## src/rtl/srst_pkg.sv

```systemverilog
package srst_pkg;

    localparam int unsigned DW = 32;
    localparam int unsigned AW = 2;

    typedef enum logic [AW-1:0] {
        REG_CFG    = 2'd0,
        REG_PM     = 2'd1,
        REG_PHYCTL = 2'd2,
        REG_NONE   = 2'd3
    } reg_sel_e;

    localparam int unsigned NUM_TIMERS = 3;
    localparam int unsigned T_DEV = 0;
    localparam int unsigned T_PM  = 1;
    localparam int unsigned T_BC  = 2;

    localparam int unsigned CFG_RST_BIT = 0;
    localparam int unsigned PM_RST_BIT  = 10;
    localparam int unsigned BC_RST_BIT  = 15;

    localparam logic [7:0]  GEN_CFG_DEF = 8'h05;
    localparam logic [2:0]  GEN_PM_DEF  = 3'b010;
    localparam logic [14:0] GEN_BC_DEF  = 15'h3100;

    typedef struct packed {
        logic [7:0]  keep_cfg;
        logic [7:0]  gen_cfg;
        logic [3:0]  keep_pm;
        logic [2:0]  gen_pm;
        logic [14:0] gen_bc;
    } reg_state_t;

    function automatic logic [DW-1:0] pack_cfg(input reg_state_t s, input logic busy);
        return {8'h00, s.keep_cfg, s.gen_cfg, 7'h00, busy};
    endfunction

    function automatic logic [DW-1:0] pack_pm(input reg_state_t s, input logic busy, input logic rdy);
        return {21'h0, busy, 2'b00, s.keep_pm, s.gen_pm, rdy};
    endfunction

    function automatic logic [DW-1:0] pack_bc(input reg_state_t s, input logic busy);
        return {16'h0, busy, s.gen_bc};
    endfunction

endpackage

```

## src/rtl/srst_timer.sv

```systemverilog
module srst_timer #(
    parameter int unsigned LEN = 8
) (
    input  logic clk_i,
    input  logic rst_i,
    input  logic start_i,
    output logic busy_o
);
    localparam int unsigned CW = $clog2(LEN + 1);

    logic [CW-1:0] cnt_q;

    always_ff @(posedge clk_i) begin
        if (rst_i)
            cnt_q <= '0;
        else if (start_i && cnt_q == '0)
            cnt_q <= CW'(LEN);
        else if (cnt_q != '0)
            cnt_q <= cnt_q - 1'b1;
    end

    assign busy_o = (cnt_q != '0);

    // a trigger while counting keeps the count going down
    a_r9_no_restart: assert property (@(posedge clk_i) disable iff (rst_i)
        (busy_o && start_i) |=> (cnt_q == CW'($past(cnt_q) - 1'b1)));

    // an accepted trigger loads the full length
    a_r2_full_load: assert property (@(posedge clk_i) disable iff (rst_i)
        (!busy_o && start_i) |=> (cnt_q == CW'(LEN)));

endmodule

```

## src/rtl/srst_regs.sv

```systemverilog
module srst_regs
    import srst_pkg::*;
(
    input  logic            clk_i,
    input  logic            rst_i,
    input  logic            wr_en_i,
    input  logic [AW-1:0]   wr_addr_i,
    input  logic [DW-1:0]   wr_data_i,
    input  logic            dev_start_i,
    input  logic            dev_busy_i,
    input  logic            pm_busy_i,
    input  logic            bc_busy_i,
    input  logic            phy_hold_i,
    input  logic [AW-1:0]   rd_addr_i,
    output logic [DW-1:0]   rd_data_o
);
    reg_state_t st_q;
    logic       wr_ok;
    logic       ready;

    assign wr_ok = wr_en_i && !dev_busy_i;
    assign ready = !(dev_busy_i || pm_busy_i || bc_busy_i);

    always_ff @(posedge clk_i) begin
        if (rst_i) begin
            st_q.keep_cfg <= '0;
            st_q.keep_pm  <= '0;
        end else if (wr_ok) begin
            if (reg_sel_e'(wr_addr_i) == REG_CFG && !wr_data_i[CFG_RST_BIT])
                st_q.keep_cfg <= wr_data_i[23:16];
            if (reg_sel_e'(wr_addr_i) == REG_PM)
                st_q.keep_pm <= wr_data_i[7:4];
        end
    end

    always_ff @(posedge clk_i) begin
        if (rst_i || dev_start_i || dev_busy_i) begin
            st_q.gen_cfg <= GEN_CFG_DEF;
            st_q.gen_pm  <= GEN_PM_DEF;
        end else if (wr_en_i) begin
            if (reg_sel_e'(wr_addr_i) == REG_CFG)
                st_q.gen_cfg <= wr_data_i[15:8];
            if (reg_sel_e'(wr_addr_i) == REG_PM)
                st_q.gen_pm <= wr_data_i[3:1];
        end
    end

    always_ff @(posedge clk_i) begin
        if (rst_i || phy_hold_i)
            st_q.gen_bc <= GEN_BC_DEF;
        else if (wr_ok && reg_sel_e'(wr_addr_i) == REG_PHYCTL && !wr_data_i[BC_RST_BIT])
            st_q.gen_bc <= wr_data_i[14:0];
    end

    always_comb begin
        unique case (reg_sel_e'(rd_addr_i))
            REG_CFG:    rd_data_o = pack_cfg(st_q, dev_busy_i);
            REG_PM:     rd_data_o = pack_pm(st_q, pm_busy_i, ready);
            REG_PHYCTL: rd_data_o = pack_bc(st_q, bc_busy_i);
            default:    rd_data_o = '0;
        endcase
    end

    // preserved fields do not move while the device reset runs
    a_r3_keep_frozen: assert property (@(posedge clk_i) disable iff (rst_i)
        dev_busy_i |=> ($stable(st_q.keep_cfg) && $stable(st_q.keep_pm)));

    // PHY control copy is not written during a device reset
    a_r4_bc_frozen: assert property (@(posedge clk_i) disable iff (rst_i)
        (dev_busy_i && !pm_busy_i && !bc_busy_i) |=> $stable(st_q.gen_bc));

    // a PHY reset leaves the lower control bits at their default
    a_r7_bc_default: assert property (@(posedge clk_i) disable iff (rst_i)
        (pm_busy_i || bc_busy_i) |-> (st_q.gen_bc == GEN_BC_DEF));

endmodule

```

## src/rtl/srst_seq.sv

```systemverilog
module srst_seq
    import srst_pkg::*;
#(
    parameter int unsigned CLK_MHZ       = 250,
    parameter int unsigned DEV_RST_CYCLES = CLK_MHZ * 2,
    parameter int unsigned PM_RST_CYCLES  = CLK_MHZ * 100,
    parameter int unsigned BC_RST_CYCLES  = CLK_MHZ * 50
) (
    input  logic          clk_i,
    input  logic          rst_i,
    input  logic          wr_en_i,
    input  logic [1:0]    wr_addr_i,
    input  logic [31:0]   wr_data_i,
    input  logic [1:0]    rd_addr_i,
    output logic [31:0]   rd_data_o,
    output logic          dev_rst_o,
    output logic          phy_rst_o,
    output logic          ready_o
);
    localparam int unsigned TLEN [NUM_TIMERS] = '{DEV_RST_CYCLES, PM_RST_CYCLES, BC_RST_CYCLES};
    localparam int unsigned TBIT [NUM_TIMERS] = '{CFG_RST_BIT, PM_RST_BIT, BC_RST_BIT};

    logic [NUM_TIMERS-1:0] start;
    logic [NUM_TIMERS-1:0] busy;
    logic                  phy_hold;

    for (genvar g = 0; g < NUM_TIMERS; g++) begin : g_tmr
        assign start[g] = wr_en_i && !busy[T_DEV] && !busy[g]
                          && (wr_addr_i == AW'(g)) && wr_data_i[TBIT[g]];

        srst_timer #(.LEN(TLEN[g])) u_tmr (
            .clk_i   (clk_i),
            .rst_i   (rst_i),
            .start_i (start[g]),
            .busy_o  (busy[g])
        );
    end

    assign phy_hold = start[T_PM] || start[T_BC] || busy[T_PM] || busy[T_BC];

    srst_regs u_regs (
        .clk_i       (clk_i),
        .rst_i       (rst_i),
        .wr_en_i     (wr_en_i),
        .wr_addr_i   (wr_addr_i),
        .wr_data_i   (wr_data_i),
        .dev_start_i (start[T_DEV]),
        .dev_busy_i  (busy[T_DEV]),
        .pm_busy_i   (busy[T_PM]),
        .bc_busy_i   (busy[T_BC]),
        .phy_hold_i  (phy_hold),
        .rd_addr_i   (rd_addr_i),
        .rd_data_o   (rd_data_o)
    );

    assign dev_rst_o = busy[T_DEV];
    assign phy_rst_o = busy[T_PM] | busy[T_BC];
    assign ready_o   = ~|busy;

    // any accepted trigger drops READY on the next cycle
    a_r8_ready_drops: assert property (@(posedge clk_i) disable iff (rst_i)
        (|start) |=> !ready_o);

    // no PHY reset can begin while the device reset counts
    a_r4_no_phy_start: assert property (@(posedge clk_i) disable iff (rst_i)
        dev_rst_o |-> !(start[T_PM] || start[T_BC]));

    // device reset output rises only after an accepted trigger
    a_r2_dev_rise: assert property (@(posedge clk_i) disable iff (rst_i)
        $rose(dev_rst_o) |-> $past(start[T_DEV]));

endmodule

```

## config.mk

```make
export PLATFORM = sky130hd
export DESIGN_NAME = srst_seq
export DESIGN_NICKNAME = d
export VERILOG_FILES = /design/src/rtl/srst_pkg.sv /design/src/rtl/srst_timer.sv /design/src/rtl/srst_regs.sv /design/src/rtl/srst_seq.sv
export SDC_FILE = /design/constraint.sdc
export NUM_CORES = 1
export LEC_CHECK = 0
export BUFFER_PORTS_ARGS = -buffer_cell sky130_fd_sc_hd__buf_4
export CORE_AREA = 3 3 79 118
export CTS_CLUSTER_DIAMETER = 120
export CTS_CLUSTER_SIZE = 8
export DETAILED_ROUTE_END_ITERATION = 12
export DIE_AREA = 0 0 82 121
export PLACE_DENSITY = 0.66
export SLEW_MARGIN = 5
export SYNTH_ARGS = -nofsm -noshare
export SYNTH_HDL_FRONTEND = slang
export SYNTH_SLANG_ARGS = --single-unit
```

## constraint.sdc

```tcl
create_clock -name clk_i -period 2.3 [get_ports clk_i]
set_input_delay 0.345 -clock clk_i [delete_from_list [all_inputs] [get_ports clk_i]]
set_output_delay 0.345 -clock clk_i [all_outputs]
set_load 0.01 [all_outputs]
```

Word level (Yosys, flattened, before mapping)
Cells that the tools add are included.
{ "totals": {"input_bits": 39, "word_cells": 76, "regBits": 76} }
{ "classes": {"n_mux": 7, "eq_ne": 4, "n_addsub": 3, "reduce_logical": 50, "bitwise_logic": 1} }
{ "ops": {"columns": ["operator", "n"], "rows": [
  ["one-hot mux 24 bit (3 select lines)", 1],
  ["two-way mux 15 bit", 2],
  ["two-way mux 14 bit", 2],
  ["two-way mux 9 bit", 2],
  ["logical AND 1 bit", 16],
  ["zero test 15 bit", 1],
  ["nonzero test 15 bit", 1],
  ["subtractor 15 x 1 -> 15 bit, second input constant", 1],
  ["zero test 14 bit", 1],
  ["nonzero test 14 bit", 1],
  ["subtractor 14 x 1 -> 14 bit, second input constant", 1],
  ["zero test 9 bit", 1],
  ["nonzero test 9 bit", 1],
  ["subtractor 9 x 1 -> 9 bit, second input constant", 1],
  ["logical OR 1 bit", 8],
  ["AND reduction 2 bit", 4],
  ["zero test 1 bit", 7],
  ["nonzero test 2 bit", 3],
  ["OR reduction 2 bit", 3],
  ["== test 2 x 1 -> 1 bit, second input constant", 2],
  ["== test 2 bit, second input constant", 2],
  ["zero test 2 bit", 2],
  ["OR reduction 3 bit", 1],
  ["bitwise OR 1 bit", 1]
]} }

Depth between registers and ports, before layout
{ "logic_depth": {"word_depth": 10, "ltp_mapped": 9} }

By module
Synthesis repeated with hierarchy kept, for this count alone.
{ "hier_totals": {"hier_cells": 447, "area_unflattened_um2": 3957.5} }
{ "modules_own_cells": {"columns": ["mod", "area_each_um2", "seq_area_each_um2", "cells_each", "n_inst"], "rows": [
  ["srst_regs", 1858.0, 760.7, 215, 1],
  ["srst_timer (g_tmr[1].u_tmr)", 798.3, 300.3, 85, 1],
  ["srst_timer (g_tmr[2].u_tmr)", 783.3, 280.3, 83, 1],
  ["srst_timer (g_tmr[0].u_tmr)", 459.2, 180.2, 55, 1],
  ["srst_seq", 58.8, 0.0, 9, 1]
]} }

Worst setup path after synthesis
No wires, ideal clock.
{ "synth_timing": {"kind": "reg-to-output", "startpoint": "reg g_tmr[2].u_tmr.cnt_q[6]", "endpoint": "out rd_data_o[0]", "t_arrival_ns": 1.872, "stages_incl_launch_ff": 6, "t_required_ns": 1.955, "path_slack_ns": 0.083, "n_path_buf": 0, "cell_sequence": "dfxtp_1 > or4_4 > nor4_4 > nand4_4 > nor2_1 > o2bb2ai_1"} }
{ "synth_via": {"elab_chain_cells": 4} }
{ "synth_rtl": {"columns": ["item", "line", "text"], "rows": [
  ["start, declared", "srst_timer.sv:11", "logic [CW-1:0] cnt_q;"],
  ["start signal, assigned", "srst_timer.sv:17", "cnt_q <= CW'(LEN);"],
  ["start signal, assigned", "srst_timer.sv:19", "cnt_q <= cnt_q - 1'b1;"],
  ["nonzero test 14 bit", "srst_timer.sv:22", "assign busy_o = (cnt_q != '0);"],
  ["logical OR 1 bit", "srst_regs.sv:22", "assign ready = !(dev_busy_i || pm_busy_i || bc_busy_i);"],
  ["zero test 1 bit", "srst_regs.sv:22", null],
  ["one-hot mux 24 bit (3 select lines)", "srst_regs.sv:56", "unique case (reg_sel_e'(rd_addr_i))"],
  ["end, declared", "srst_seq.sv:15", "output logic [31:0] rd_data_o,"]
]} }
Every way passes these cells.

Worst setup path in the final report
{ "layout_timing": {"startpoint": "reg g_tmr[2].u_tmr.cnt_q[8]", "endpoint": "out rd_data_o[15]"} }
{ "layout_via": {"elab_chain_cells": 2} }
{ "layout_rtl": {"columns": ["item", "line"], "rows": [
  ["nonzero test 14 bit", "srst_timer.sv:22"],
  ["one-hot mux 24 bit (3 select lines)", "srst_regs.sv:56"]
]} }
Every way passes these cells.

==> flow_metrics.py <==
metrics = {
    "run_status": {
        "outcome": "complete, but fails checks",
        "violations": "negative setup slack",
    },
    "route": {
        "drcViolationCount": 0,
        "drt_iter0_markers": 130,
        "firstDrtPassIters": 4,
        "drtAntennaViolNets": 0,
        "totalWireLength_mm": 9.35,
        "via_per_inst": 5.40,
        "num_vias": 3407,
        "wire_per_inst_um": 14.8,
    },
    "pwr": {
        "power_density_nw_per_um2": 1340,
        "vdd_drop_max_mv": 0.657,
        "leakage_nw": 1.97,
        "power.total_mw": 6.47,
    },
    "setup_path": {
        "crit_path_max_incr_delay_ps": 570,
        "crit_slowest_cell": "or4_4",
        "path_max_fanout": 4,
        "crit_top_cell": "or4_4",
        "arrival_ps": 2060,
        "crit_type": "flop to primary output",
        "crit_buf_inv": 1,
        "critPathLaunchType": "flop",
        "crit_path_cell_trace": "or4_4 > or4_4 > nor2_4 > a211oi_2 > buf_4",
        "critPathCaptureType": "primary output",
        "crit_required_ps": 1960,
        "cp_top_family": "simple AND/OR/NAND/NOR gates",
    },
    "final_layout": {
        "syn_to_final_growth_pct": 29.0,
        "fin_util": 0.574,
        "antenna_cells": 0,
        "fin_area_um2": 4830,
        "final_nets": 563,
        "drive_above_1_share": 0.273,
        "layout_common_cells": "87 x buf_4, 73 x dfxtp_1, 53 x nor2_1, 49 x nand2_1, 33 x mux2i_1",
        "layout_commonest_cell": "buf_4",
        "fillers": 782,
    },
    "synthesis": {
        "synth.distinct_cells": 52,
        "synthDominantCellAreaShare": 0.406,
        "syn_inst": 436,
        "synthesis.area_um2": 3740,
        "synth.avg_cell_area_um2": 8.59,
        "synthFlopType": "dfxtp_1",
        "ys_warn_count": 0,
        "async_flop_share": 0,
        "ys_seq_area_frac": 0.406,
        "synth_edf_count": 0,
        "ys_top_cells_by_area": "dfxtp_1 41%, mux2i_1 8.8%, nor2_1 5.6%, nand2_1 4.9%, nor3_1 3.9%",
        "synth_seq_cells": 76,
        "yosys.area.top_type": "dfxtp_1",
    },
    "sta": {
        "fmax_mhz": 416,
        "drv_slew": 0,
        "rsz0062_at_grt": "yes",
        "post-route-period-util": 1.05,
        "finalHoldViolations": 0,
        "finalSetupViolCount": 2,
        "setup_tns_ps": -174,
        "relSlewSlack": 0.571,
        "finalWorstPathRequiredPeriod_ps": 2400,
        "finClkSkew_ps": 7.07,
        "tightest_slew_ps": 627,
        "postLayoutSetupSlackWorst_ps": -104,
        "whs_ps": 238,
    },
    "grt": {
        "overflow": 0,
        "antenna_found_initial": 0,
        "grt_pass1_wl_mm": 15.6,
        "track_usage": 0.203,
        "grt_max_degree": 54,
        "grt_pass1_vias": 3352,
    },
    "place": {
        "hpwl_mm": 6.85,
        "gp_congestion": 0.838,
        "post_dp_cell_area_um2": 4430,
        "port_buffers": 57,
    },
    "worst_hold_path": {
        "hp-class": "input pin to flop",
    },
    "cts": {
        "clk_pin_slew_worst_paths_ps": 60,
        "cts_root_buf": "clkbuf_16",
        "clk_latency_ps": 330,
        "cts_buffers": 9,
        "cts.sinks": 76,
        "cts_buffer_depth": 2,
        "cts_htree_levels": 3,
        "cts_tree": "built",
        "hold_buffers": 0,
    },
    "job": {
        "maxCapViolations": 0,
    },
    "floorplan": {
        "start_util": 0.445,
        "pin_count": 74,
        "rows": 41,
        "die_w_um": 82,
        "fp.dieH_um": 121,
        "die_area_um2": 9920,
        "coreArea_um2": 8410,
    },
}
final cells by class:
type,count,area (um^2),area share
flip-flops and latches,76,1530,0.316
well taps,107,134,0.0277
multi-input cells,332,2140,0.442
clock inverters,5,52.6,0.0109
clock buffers,11,233,0.0482
inverters,8,32.5,0.00673
repair buffers,92,718,0.149
synth_stat cells, types with 10 or more instances:
cell      instances
a211oi_1         14
and2_1           10
nor2_1           56
mux2i_1          33
clkbuf_1         14
dfxtp_1          76
a21oi_1          24
nand2_1          49
a21oi_2          10
nor3_1           29
cells by family (layout without fill, tap and decap cells):
family                   Yosys count  after routing  synth area share
other                              1              8           0.00100
AO/OA/AOI/OAI                     74             74             0.140
adder cells (fa/ha/maj)            5              5            0.0167
buffers and inverters             35            116            0.0458
AND/OR/NAND/NOR                  203            203             0.281
XOR/XNOR                           9              9            0.0211
flip-flops                        76             76             0.406
multiplexers                      33             33            0.0882
routing by layer:
| layer | vias up | global-route usage | wire length [um] |
|---|---|---|---|
| met5 | - | 0 | 0 |
| met4 | 0 | 0.0884 | 233 |
| met3 | 16 | 0.0446 | 352 |
| met2 | 68 | 0.354 | 5100 |
| met1 | 1619 | 0.229 | 3670 |
| li1 | 1704 | - | - |
flip-flops by register name (all words and copies together) (netlist names):
register,count
g_tmr.u_tmr.cnt_q,38
u_regs.st_q,38
power breakdown:
part,switching [mW],internal (mW)
logic,1.66,1.50
clock network,0.529,0.835
registers,0.307,1.63
total,2.50,3.97
tightest hold or removal path, cell delays in order:
cell and delay (ps):
buf_4 80, nand2_1 40, nand3b_1 70
what timing repair did:
action,CTS,global route
pin swaps,7,6
endpoints found under the setup margin,6,13
setup buffers,5,2
gates resized for setup,12,13
metrics by stage:
stage,setup WS (ps),instances
2_1_floorplan,83.3,443
3_3_place_gp,46.3,609
3_5_place_dp,16.2,609
4_1_cts,-180,630
5_1_grt,-176,631
6_report,-104,631
worst paths after layout:
check / from / end / slack [ps] / cells after the start
max: g_tmr[2].u_tmr.cnt_q[8] / rd_data_o[15] / -100 / 5
min: wr_data_i[12] / u_regs.st_q[12] / 240 / 3
max reg2reg: g_tmr[2].u_tmr.cnt_q[8] / u_regs.st_q[13] / 90 / 7
min reg2reg: u_regs.st_q[0] / u_regs.st_q[0] / 460 / 2
Note: power is estimated with default switching activity, not from simulation.
